**src/rtl/twsu_pkg.sv**
```systemverilog
// Package: shared constants for the two-wire serial shift unit.
// Assumes: flag bit positions are fixed because the controller's clear mask
// addresses flags by these indices.
package twsu_pkg;
    localparam int FLAG_N    = 4;
    localparam int FLG_START = 0;
    localparam int FLG_OVF   = 1;
    localparam int FLG_STOP  = 2;
    localparam int FLG_COLL  = 3;

    typedef logic [FLAG_N-1:0] flag_vec_t;
endpackage

```
**src/rtl/twsu_sync.sv**
```systemverilog
// Module: twsu_sync
// Multi-stage synchronizer for one asynchronous bus line.
// Assumes: the line idles high, so every stage resets to 1.
module twsu_sync #(
    parameter int STAGES = 2
) (
    input  logic clk,
    input  logic rst_n,
    input  logic din,
    output logic dout
);
    logic [STAGES-1:0] chain_q;

    generate
        for (genvar i = 0; i < STAGES; i++) begin : g_stage
            if (i == 0) begin : g_first
                // first stage captures the raw line
                always_ff @(posedge clk) begin
                    if (!rst_n) chain_q[i] <= 1'b1;
                    else        chain_q[i] <= din;
                end
            end else begin : g_next
                // later stages settle metastability
                always_ff @(posedge clk) begin
                    if (!rst_n) chain_q[i] <= 1'b1;
                    else        chain_q[i] <= chain_q[i-1];
                end
            end
        end
    endgenerate

    assign dout = chain_q[STAGES-1];
endmodule

```
**src/rtl/twsu_line_mon.sv**
```systemverilog
// Module: twsu_line_mon
// Synchronizes both bus lines and derives clock edges and start/stop events.
// Assumes: the system clock is at least four times the bus clock, so each
// edge is seen as a single-cycle change of the synchronized level.
module twsu_line_mon #(
    parameter int SYNC_STAGES = 2
) (
    input  logic clk,
    input  logic rst_n,
    input  logic scl_in,
    input  logic sda_in,
    output logic scl_s,
    output logic sda_s,
    output logic scl_rise,
    output logic scl_fall,
    output logic start_det,
    output logic stop_det
);
    logic scl_d, sda_d;

    twsu_sync #(.STAGES(SYNC_STAGES)) u_scl_sync (
        .clk(clk), .rst_n(rst_n), .din(scl_in), .dout(scl_s)
    );
    twsu_sync #(.STAGES(SYNC_STAGES)) u_sda_sync (
        .clk(clk), .rst_n(rst_n), .din(sda_in), .dout(sda_d_unused_guard)
    );

    logic sda_d_unused_guard;
    assign sda_s = sda_d_unused_guard;

    // previous synchronized levels for edge detection
    always_ff @(posedge clk) begin
        if (!rst_n) begin
            scl_d <= 1'b1;
            sda_d <= 1'b1;
        end else begin
            scl_d <= scl_s;
            sda_d <= sda_s;
        end
    end

    assign scl_rise  = scl_s & ~scl_d;
    assign scl_fall  = ~scl_s & scl_d;
    assign start_det = scl_s & scl_d & sda_d & ~sda_s;
    assign stop_det  = scl_s & scl_d & ~sda_d & sda_s;
endmodule

```
**src/rtl/twsu_shifter.sv**
```systemverilog
// Module: twsu_shifter
// Data shift register, both-edge counter and output bit latch.
// Assumes: loads from the controller win over bus edges in the same cycle.
module twsu_shifter #(
    parameter int DATA_W = 8,
    parameter int CNT_W  = 4
) (
    input  logic              clk,
    input  logic              rst_n,
    input  logic              scl_rise,
    input  logic              scl_fall,
    input  logic              sda_s,
    input  logic              ld_data_valid,
    input  logic [DATA_W-1:0] ld_data,
    input  logic              ld_cnt_valid,
    input  logic [CNT_W-1:0]  ld_cnt,
    output logic [DATA_W-1:0] data_q,
    output logic [CNT_W-1:0]  cnt_q,
    output logic              out_bit,
    output logic              wrap
);
    localparam logic [CNT_W-1:0] CNT_MAX = {CNT_W{1'b1}};

    logic scl_edge;
    assign scl_edge = scl_rise | scl_fall;
    assign wrap     = scl_edge & ~ld_cnt_valid & (cnt_q == CNT_MAX);

    // data register: load or shift in on rising clock edge
    always_ff @(posedge clk) begin
        if (!rst_n)             data_q <= '0;
        else if (ld_data_valid) data_q <= ld_data;
        else if (scl_rise)      data_q <= {data_q[DATA_W-2:0], sda_s};
    end

    // edge counter: load or step on every clock edge
    always_ff @(posedge clk) begin
        if (!rst_n)            cnt_q <= '0;
        else if (ld_cnt_valid) cnt_q <= ld_cnt;
        else if (scl_edge)     cnt_q <= cnt_q + 1'b1;
    end

    // output bit: presented after each falling edge, or on a data load
    always_ff @(posedge clk) begin
        if (!rst_n)             out_bit <= 1'b1;
        else if (ld_data_valid) out_bit <= ld_data[DATA_W-1];
        else if (scl_fall)      out_bit <= data_q[DATA_W-1];
    end
endmodule

```
**src/rtl/twsu_flags.sv**
```systemverilog
// Module: twsu_flags
// Sticky event flags with write-1-to-clear; a set wins over a clear.
// Assumes: set and clear vectors use the indices from twsu_pkg.
module twsu_flags #(
    parameter int N = 4
) (
    input  logic         clk,
    input  logic         rst_n,
    input  logic [N-1:0] set_vec,
    input  logic         clr_valid,
    input  logic [N-1:0] clr_mask,
    output logic [N-1:0] flag_q
);
    generate
        for (genvar i = 0; i < N; i++) begin : g_flag
            // one sticky flag
            always_ff @(posedge clk) begin
                if (!rst_n)          flag_q[i] <= 1'b0;
                else if (set_vec[i]) flag_q[i] <= 1'b1;
                else if (clr_valid && clr_mask[i]) flag_q[i] <= 1'b0;
            end
        end
    endgenerate
endmodule

```
**src/rtl/twi_shift_unit.sv**
```systemverilog
// Module: twi_shift_unit (top)
// Target-side two-wire serial shift unit: line monitor, shifter, flags and
// clock-stretch control.
// Assumes: open-drain lines; a pull-low output of 1 drives the line low.
module twi_shift_unit #(
    parameter int DATA_W      = 8,
    parameter int CNT_W       = 4,
    parameter int SYNC_STAGES = 2
) (
    input  logic              clk,
    input  logic              rst_n,
    input  logic              scl_in,
    input  logic              sda_in,
    output logic              scl_pull_low,
    output logic              sda_pull_low,
    input  logic              mode_hold,
    input  logic              drive_en,
    input  logic              ld_data_valid,
    input  logic [DATA_W-1:0] ld_data,
    input  logic              ld_cnt_valid,
    input  logic [CNT_W-1:0]  ld_cnt,
    input  logic              clr_valid,
    input  logic [3:0]        clr_mask,
    output logic [DATA_W-1:0] shift_data,
    output logic [CNT_W-1:0]  edge_cnt,
    output logic              start_flag,
    output logic              ovf_flag,
    output logic              stop_flag,
    output logic              coll_flag
);
    import twsu_pkg::*;

    logic      scl_s, sda_s, scl_rise, scl_fall, start_det, stop_det;
    logic      out_bit, wrap, coll_det, hold_req, stretch_q;
    flag_vec_t set_vec, flags;

    twsu_line_mon #(.SYNC_STAGES(SYNC_STAGES)) u_mon (
        .clk(clk), .rst_n(rst_n), .scl_in(scl_in), .sda_in(sda_in),
        .scl_s(scl_s), .sda_s(sda_s), .scl_rise(scl_rise), .scl_fall(scl_fall),
        .start_det(start_det), .stop_det(stop_det)
    );

    twsu_shifter #(.DATA_W(DATA_W), .CNT_W(CNT_W)) u_shift (
        .clk(clk), .rst_n(rst_n), .scl_rise(scl_rise), .scl_fall(scl_fall),
        .sda_s(sda_s), .ld_data_valid(ld_data_valid), .ld_data(ld_data),
        .ld_cnt_valid(ld_cnt_valid), .ld_cnt(ld_cnt), .data_q(shift_data),
        .cnt_q(edge_cnt), .out_bit(out_bit), .wrap(wrap)
    );

    // collision: driving 1 but the bus reads 0 at the sampling edge
    assign coll_det = drive_en & out_bit & scl_rise & ~sda_s;

    // gather flag set events in package bit order
    always_comb begin
        set_vec            = '0;
        set_vec[FLG_START] = start_det;
        set_vec[FLG_OVF]   = wrap;
        set_vec[FLG_STOP]  = stop_det;
        set_vec[FLG_COLL]  = coll_det;
    end

    twsu_flags #(.N(FLAG_N)) u_flags (
        .clk(clk), .rst_n(rst_n), .set_vec(set_vec), .clr_valid(clr_valid),
        .clr_mask(clr_mask), .flag_q(flags)
    );

    assign hold_req = flags[FLG_START] | (mode_hold & flags[FLG_OVF]);

    // stretch: grab the clock once it is low, hold while a source remains
    always_ff @(posedge clk) begin
        if (!rst_n) stretch_q <= 1'b0;
        else        stretch_q <= hold_req & (stretch_q | ~scl_s);
    end

    assign scl_pull_low = stretch_q;
    assign sda_pull_low = drive_en & ~out_bit;
    assign start_flag   = flags[FLG_START];
    assign ovf_flag     = flags[FLG_OVF];
    assign stop_flag    = flags[FLG_STOP];
    assign coll_flag    = flags[FLG_COLL];
endmodule

```
**config.mk**
```make
export PLATFORM = sky130hd
export DESIGN_NAME = twi_shift_unit
export DESIGN_NICKNAME = d
export VERILOG_FILES = /design/src/rtl/twsu_pkg.sv /design/src/rtl/twsu_sync.sv /design/src/rtl/twsu_line_mon.sv /design/src/rtl/twsu_shifter.sv /design/src/rtl/twsu_flags.sv /design/src/rtl/twi_shift_unit.sv
export SDC_FILE = /design/constraint.sdc
export NUM_CORES = 1
export LEC_CHECK = 0
export CAP_MARGIN = 20
export CORE_MARGIN = 2
export CORE_UTILIZATION = 37
export DETAILED_ROUTE_END_ITERATION = 10
export PLACE_DENSITY_LB_ADDON = 0.15
export SYNTH_ARGS = -nofsm -noshare
export SYNTH_HDL_FRONTEND = slang
export SYNTH_HIERARCHICAL = 1
export SYNTH_SLANG_ARGS = --single-unit
export TNS_END_PERCENT = 20
```
**constraint.sdc**
```tcl
create_clock -name clk -period 1.3 [get_ports clk]
set_clock_uncertainty 0.1 [all_clocks]
set_input_delay 0.13 -clock clk [delete_from_list [all_inputs] [get_ports clk]]
set_output_delay 0.13 -clock clk [all_outputs]
set_load 0.02 [all_outputs]
```
==> flow_metrics.py, run 1 <==
metrics = {
    "grt": {
        "grt_pass1_wl_um": 3990,
        "first_global_vias": 953,
        "initial_antenna_violation_count": 0,
        "grt_remaining_overflow": 0,
        "grt_start_max_net_pins": 25,
        "grtUsageTotal": 0.154,
    },
    "route": {
        "drt-pass1-iter-count": 4,
        "detail_route.drc_violations": 0,
        "vias": 948,
        "drt-total-wl_um": 2410,
        "antenna_violating_nets_remaining": 0,
        "avgRoutedWirePerCell_um": 12.5,
        "detailedRoute.firstIterationViolations": 32,
        "viasPerCell": 4.94,
    },
    "power": {
        "power_switching_share": 0.229,
        "power-per-cell-area_nw_per_um2": 976,
        "combPwrFrac": 0.192,
        "vdd.ir_drop.worst_mv": 0.715,
        "clkPwrFrac": 0.318,
        "net-switching-power_mw": 0.376,
        "cellLeakagePower_nw": 0.760,
        "p_int_mw": 1.26,
        "seqPwrFrac": 0.489,
        "finalPower_mw": 1.64,
    },
    "timing": {
        "setup_violations": 6,
        "max_clock_freq_mhz": 739,
        "layout_min_cycle_time_ps": 1350,
        "whs_ps": 268,
        "slew_violations": 0,
        "worstMarginPinSlew_ps": 240,
        "rsz0062_at_grt": "yes",
        "finalHoldViolCount": 0,
        "post_layout_worst_setup_margin_ps": -52.6,
        "slew-limit-headroom": 0.840,
        "layout_worst_path_cycle_share": 1.04,
    },
    "synthesis": {
        "asyncSetResetFlopFracSynth": 0,
        "number_of_enable_type_register_cells_in_the_synthesized_netlist": 0,
        "synth_largest_area_cell": "sky130_fd_sc_hd__dfxtp_1",
        "ys_warn_count": 6,
        "synth-main-ff-cell": "sky130_fd_sc_hd__dfxtp_1",
        "postSynthNetCount": 131,
        "synthTopCellsByCount": "sky130_fd_sc_hd__dfxtp_1, sky130_fd_sc_hd__nand2_1, sky130_fd_sc_hd__mux2i_1, sky130_fd_sc_hd__o211a_1",
        "ys_seq_area_frac": 0.464,
        "synth_area_leaders": "sky130_fd_sc_hd__dfxtp_1, sky130_fd_sc_hd__mux2i_1, sky130_fd_sc_hd__o211a_1",
        "syn_inst": 105,
        "yosys.cell_types.count": 28,
        "yosys_register_bits": 24,
        "synthDominantCellAreaShare": 0.464,
        "synthMostInstantiatedCell": "sky130_fd_sc_hd__dfxtp_1",
        "netlist_area_sq_um": 1030,
        "syn_avg_cell_area_sq_um": 9.85,
    },
    "critical_path": {
        "timing.rr.start": "u_mon/u_scl_sync/dout",
        "critical_path.n_buffers_inverters": 1,
        "timing.critical_path.from_type": "flop",
        "critical-path-slowest-cell": "sky130_fd_sc_hd__dfxtp_2",
        "worstSetupEndpointType": "flop",
        "timing.critical_path.cells": "nor2b_4 > buf_6 > and4b_1 > o21ai_1 > a31oi_1",
        "critPathLaunch": "u_mon/u_scl_sync/dout",
        "criticalPathCategory": "flop to flop",
        "required_time_of_the_worst_setup_path_ps": 1440,
        "critPathArrivalTime_ps": 1490,
        "path_max_fanout": 7,
        "critical_path.max_stage_delay_ps": 380,
        "critical-path-top-delay-family": "simple AND/OR/NAND/NOR gates",
    },
    "floorplan": {
        "floorplan.die_area_sq_um": 3240,
        "core-area_sq_um": 2710,
        "chip_height_um": 56.9,
        "die_w_um": 56.9,
        "number_of_top_level_design_ports": 43,
        "floorplan.initialDensity": 0.382,
        "row_count": 19,
    },
    "run": {
        "max-cap-violations": 0,
    },
    "finish": {
        "number_of_flip_flops_in_the_largest_register": 8,
        "fin_util": 0.620,
        "area_delta_synth_final_pct": 62.4,
        "fillCellCount": 246,
        "final_area_sq_um": 1680,
        "design.final.nets": 188,
        "ratio_of_cells_with_drive_above_1_in_the_final_layout": 0.211,
        "max_flop_register": "u_shift/data_q",
        "antenna_diode_count": 0,
        "largest_registers": "u_shift/data_q x8, u_flags/flag_q x4, u_shift/cnt_q x4",
    },
    "placement": {
        "gp_congestion": 0.702,
        "detailed_place.area_sq_um": 1600,
        "port_buffer_cells": 42,
        "dpl.hpwl_um": 1700,
        "place_worst_setup_slack_ps": -260,
    },
    "clock_tree": {
        "cts_inserted_buffers": 3,
        "clock_latency_ps": 300,
        "number_of_buffers_added_to_fix_hold_violations_after_cts": 0,
        "tritoncts": "yes",
        "ctsRootBufferMaster": "sky130_fd_sc_hd__clkbuf_4",
        "clock_tree.htree_level_count": 1,
        "clkSlewWorstSetupHoldPaths_ps": 130,
        "clk_path_buf_depth": 2,
        "clkSinkCount": 24,
    },
    "hold_path": {
        "hold_path.startpoint": "ld_cnt[0]",
        "worst_hold_path_type": "primary input to flop",
    },
    "outcome": {
        "violations": "setup timing",
        "run_status": "complete, but fails checks",
    },
}
-- placed cells by master (no fill, tap or decap), types with 3 or more instances in the layout --
cell                              instances
sky130_fd_sc_hd__buf_4                    9
sky130_fd_sc_hd__nand2b_1                 6
sky130_fd_sc_hd__dfxtp_1                 20
sky130_fd_sc_hd__o21ai_1                  4
sky130_fd_sc_hd__clkbuf_4                 3
sky130_fd_sc_hd__dlygate4sd2_1            8
sky130_fd_sc_hd__mux2i_1                  9
sky130_fd_sc_hd__a31oi_1                  4
sky130_fd_sc_hd__a21oi_1                  4
sky130_fd_sc_hd__buf_6                    3
sky130_fd_sc_hd__nor2b_4                  3
sky130_fd_sc_hd__nand2_1                 11
sky130_fd_sc_hd__o211a_1                  7
sky130_fd_sc_hd__clkbuf_2                 3
sky130_fd_sc_hd__o21ai_0                  5
sky130_fd_sc_hd__clkdlybuf4s15_1          7
sky130_fd_sc_hd__and4b_1                  3
sky130_fd_sc_hd__inv_1                    6
sky130_fd_sc_hd__clkdlybuf4s50_1         24
-- worst register-to-register path, cell delays in order, from the launching register on --
cell	delay (ps)
sky130_fd_sc_hd__dfxtp_2	380
sky130_fd_sc_hd__nor2b_4	200
sky130_fd_sc_hd__buf_6	160
sky130_fd_sc_hd__and4b_1	230
sky130_fd_sc_hd__o21ai_1	70
sky130_fd_sc_hd__a31oi_1	150
-- power by group through the flow --
stage | Combinational [mW] | Sequential, mW | Clock, mW
after detailed placement | 0.318 | 0.823 | 0
after global routing | 0.342 | 0.809 | 0.572
after floorplan | 0.102 | 0.854 | 0
after global placement | 0.315 | 0.821 | 0
after CTS | 0.302 | 0.805 | 0.541
final | 0.316 | 0.803 | 0.522
-- path summary, 6_finish.rpt --
kind | endpoint | slack (ps) | cells after the start
setup / recovery | u_flags/flag_q[3] | -50 | 5
setup reg to reg | u_flags/flag_q[3] | -50 | 5
hold / removal | u_shift/cnt_q[0] | 270 | 3
hold reg to reg | u_mon/u_sda_sync/dout | 320 | 1
-- per-stage QoR --
step / setup TNS, ps / std cells
6_report: -179 / 192
5_1_grt: -1000 / 192
4_1_cts: -144 / 191
3_5_place_dp: -344 / 187
3_3_place_gp: -269 / 187
2_1_floorplan: 0 / 105
-- repair_timing --
item / in CTS / in global routing
gates resized for setup: 20 / 21
setup endpoints to repair: 24 / 24
pin swaps: 1 / 5
setup buffers: 0 / 1
-- routing by layer --
layer,up-vias,global-route usage,wire length [um]
li1,487,-,-
met1,421,0.179,1070
met2,36,0.259,1120
met3,4,0.0461,188
met4,0,0.0664,30
met5,-,0,0
-- cells by family (layout without fill, tap and decap cells) --
group           after synthesis  count (layout)  share of synthesized area
simple gates                 30              30                      0.175
compound gates               28              28                      0.187
flops                        24              24                      0.464
mux                          10              10                     0.0979
buf+inv                      10              66                     0.0459
xor+xnor                      2               2                     0.0169
fa+ha+maj                     1               1                     0.0121
-- final cells by class --
type,instances,area (sq um),share of cell area
clock buffers,3,22.5,0.0134
inverters,7,26.3,0.0156
repair buffers,55,517,0.308
multi-input cells,71,556,0.331
flip-flops and latches,24,490,0.292
clock inverters,1,30.0,0.0179
well taps,31,38.8,0.0231
No activity file was read; power rests on OpenSTA's default activity.
==> run 2, diff against run 1 <==
--- a/config.mk
+++ b/config.mk
@@ -6,6 +6,7 @@
 export NUM_CORES = 1
 export LEC_CHECK = 0
 export CAP_MARGIN = 20
+export CORE_ASPECT_RATIO = 1.4
 export CORE_MARGIN = 2
 export CORE_UTILIZATION = 37
 export DETAILED_ROUTE_END_ITERATION = 10
@@ -14,4 +15,3 @@
 export SYNTH_HDL_FRONTEND = slang
 export SYNTH_HIERARCHICAL = 1
 export SYNTH_SLANG_ARGS = --single-unit
-export TNS_END_PERCENT = 20
==> run 2 against run 1 <==
Net effect:
- the flow still finishes with violations (setup timing)
- cell count grew 1.0%
- sequential share of layout area grew 0.59 points
- wire length shrank 3.1%
- via count grew 0.21%
- largest cell class unchanged
- register-to-register slack gained 20 ps
==> flow_metrics.py, run 2 (same netlist as run 1, synthesis figures left out) <==
metrics = {
    "outcome": {
        "run_status": "complete, but fails checks",
        "violations": "setup timing",
    },
    "grt": {
        "global_route.usage.met3": 0.0359,
        "first_global_vias": 971,
        "grtUsageTotal": 0.158,
        "grt_pass1_wl_um": 3970,
        "grt_remaining_overflow": 0,
        "grt_use_met2": 0.310,
        "gr-max-usage-layer": "met2",
        "use_met1": 0.153,
        "initial_antenna_violation_count": 0,
        "grt_start_max_net_pins": 25,
    },
    "power": {
        "finalPower_mw": 1.63,
        "vdd.ir_drop.worst_mv": 0.827,
        "cellLeakagePower_nw": 0.740,
        "power-per-cell-area_nw_per_um2": 987,
    },
    "critical_path": {
        "criticalPathCategory": "flop to flop",
        "worst-r2r-setup-slack_ps": -30,
        "timing.rr.start": "u_mon/scl_d",
        "path_max_fanout": 4,
        "reg2reg_depth": 4,
        "r2r_end": "u_shift/cnt_q[1]",
        "critPathArrivalTime_ps": 1450,
        "required_time_of_the_worst_setup_path_ps": 1420,
        "timing.critical_path.from_type": "flop",
        "critPathLaunch": "u_mon/scl_d",
        "worstSetupEndpointType": "flop",
    },
    "floorplan": {
        "floorplan.initialDensity": 0.392,
        "chip_height_um": 66.6,
        "core-area_sq_um": 2640,
        "row_count": 22,
        "number_of_top_level_design_ports": 43,
        "die_w_um": 48.7,
        "floorplan.die_area_sq_um": 3240,
    },
    "finish": {
        "ratio_of_cells_with_drive_above_1_in_the_final_layout": 0.196,
        "area.sequential_sq_um": 493,
        "design.final.nets": 185,
        "number_of_flip_flops_in_the_largest_register": 8,
        "max_flop_register": "u_shift/data_q",
        "multi_input_comb_area_sq_um": 543,
        "final_common_cell": "sky130_fd_sc_hd__clkdlybuf4s50_1",
        "fillCellCount": 235,
        "final_area_sq_um": 1660,
        "layout.cells.most_common_list": "sky130_fd_sc_hd__clkdlybuf4s50_1, sky130_fd_sc_hd__dfxtp_1, sky130_fd_sc_hd__nand2_1, sky130_fd_sc_hd__mux2i_1",
        "largest_registers": "u_shift/data_q x8, u_flags/flag_q x4, u_shift/cnt_q x4",
        "area_delta_synth_final_pct": 60.0,
        "antenna_diode_count": 0,
    },
    "route": {
        "vias": 950,
        "avgRoutedWirePerCell_um": 12.0,
        "drt-total-wl_um": 2340,
        "detailedRoute.firstIterationViolations": 15,
        "antenna_violating_nets_remaining": 0,
        "viasPerCell": 4.90,
        "drt-pass1-iter-count": 4,
        "detail_route.drc_violations": 0,
    },
    "run": {
        "max-cap-violations": 0,
    },
    "placement": {
        "dpl.hpwl_um": 1780,
        "port_buffer_cells": 42,
        "gp_congestion": 0.716,
        "detailed_place.area_sq_um": 1600,
    },
    "timing": {
        "slew-limit-headroom": 0.788,
        "finalHoldViolCount": 0,
        "max_clock_freq_mhz": 750,
        "rsz0062_at_grt": "yes",
        "setup_tns_after_final_layout_ps": -67.8,
        "layout_min_cycle_time_ps": 1330,
        "post_layout_worst_setup_margin_ps": -33.4,
        "slew_violations": 0,
        "layout_worst_path_cycle_share": 1.03,
        "worstMarginPinSlew_ps": 316,
        "setup_violations": 4,
    },
    "clock_tree": {
        "clkSlewWorstSetupHoldPaths_ps": 130,
        "ctsRootBufferMaster": "sky130_fd_sc_hd__clkbuf_4",
        "clkSinkCount": 24,
        "clock_tree.htree_level_count": 1,
        "tritoncts": "yes",
        "clk_path_buf_depth": 2,
        "clock_latency_ps": 310,
        "cts_inserted_buffers": 3,
    },
    "hold_path": {
        "worst_hold_path_type": "primary input to flop",
        "min_to": "u_shift/cnt_q[0]",
        "hold_path_depth": 3,
        "hold_path.startpoint": "ld_cnt[0]",
    },
}
run 2: worst max path at each step:
stage,endpoint,slack (ps),cells after the start
after global placement,sda_pull_low,-250,3
after floorplan,u_shift/out_bit,30,4
final,u_shift/cnt_q[1],-30,4
after global routing,u_flags/flag_q[1],-90,5
after CTS,u_flags/flag_q[1],-30,5
after detailed placement,sda_pull_low,-260,3
run 2: metrics by stage:
step / hold slack [ps] / util / cells / setup WS (ps)
CTS: 248 / 0.620 / 193 / -34.6
global route: 257 / 0.626 / 194 / -91.4
floorplan: 103 / - / 105 / 30.6
detailed placement: 306 / 0.605 / 189 / -262
finish: 258 / 0.626 / 194 / -33.4
global placement: 290 / 0.605 / 189 / -245
run 2: worst max-delay path: stages, from the launching register on:
cell and delay [ps]:
sky130_fd_sc_hd__dfxtp_4 380, sky130_fd_sc_hd__nor2b_4 130, sky130_fd_sc_hd__nor2_1 270, sky130_fd_sc_hd__nand2_1 100, sky130_fd_sc_hd__a311oi_1 270
run 2: report_power, final:
group,internal (mW),leakage [nW],switching (mW)
clock,0.311,0.0279,0.219
sequential,0.772,0.199,0.0299
combinational,0.172,0.513,0.129
total,1.26,0.740,0.378
run 2: area by class of cell:
class,instances,share of cell area
sequential,24,0.298
inverter,7,0.0159
clock buffer,3,0.0136
timing repair buffer,52,0.299
multi-input combinational,71,0.328
clock inverter,1,0.0181
tap,36,0.0272
run 2: layer usage:
metal  share of wire  wire length [um]  vias to the layer above
li1                -                 -                      479
met1            0.41               969                      441
met2            0.52              1220                       28
met3           0.051               118                        2
met4           0.010                24                        0
met5               0                 0                        -
run 2: timing repair:
| item | 4_1_cts | 5_1_grt |
|---|---|---|
| hold buffers | 0 | 0 |
| gates resized for setup | 21 | 22 |
| endpoints found under the setup margin | 24 | 24 |
| pin swaps | 1 | 4 |
| setup buffers | 0 | 1 |
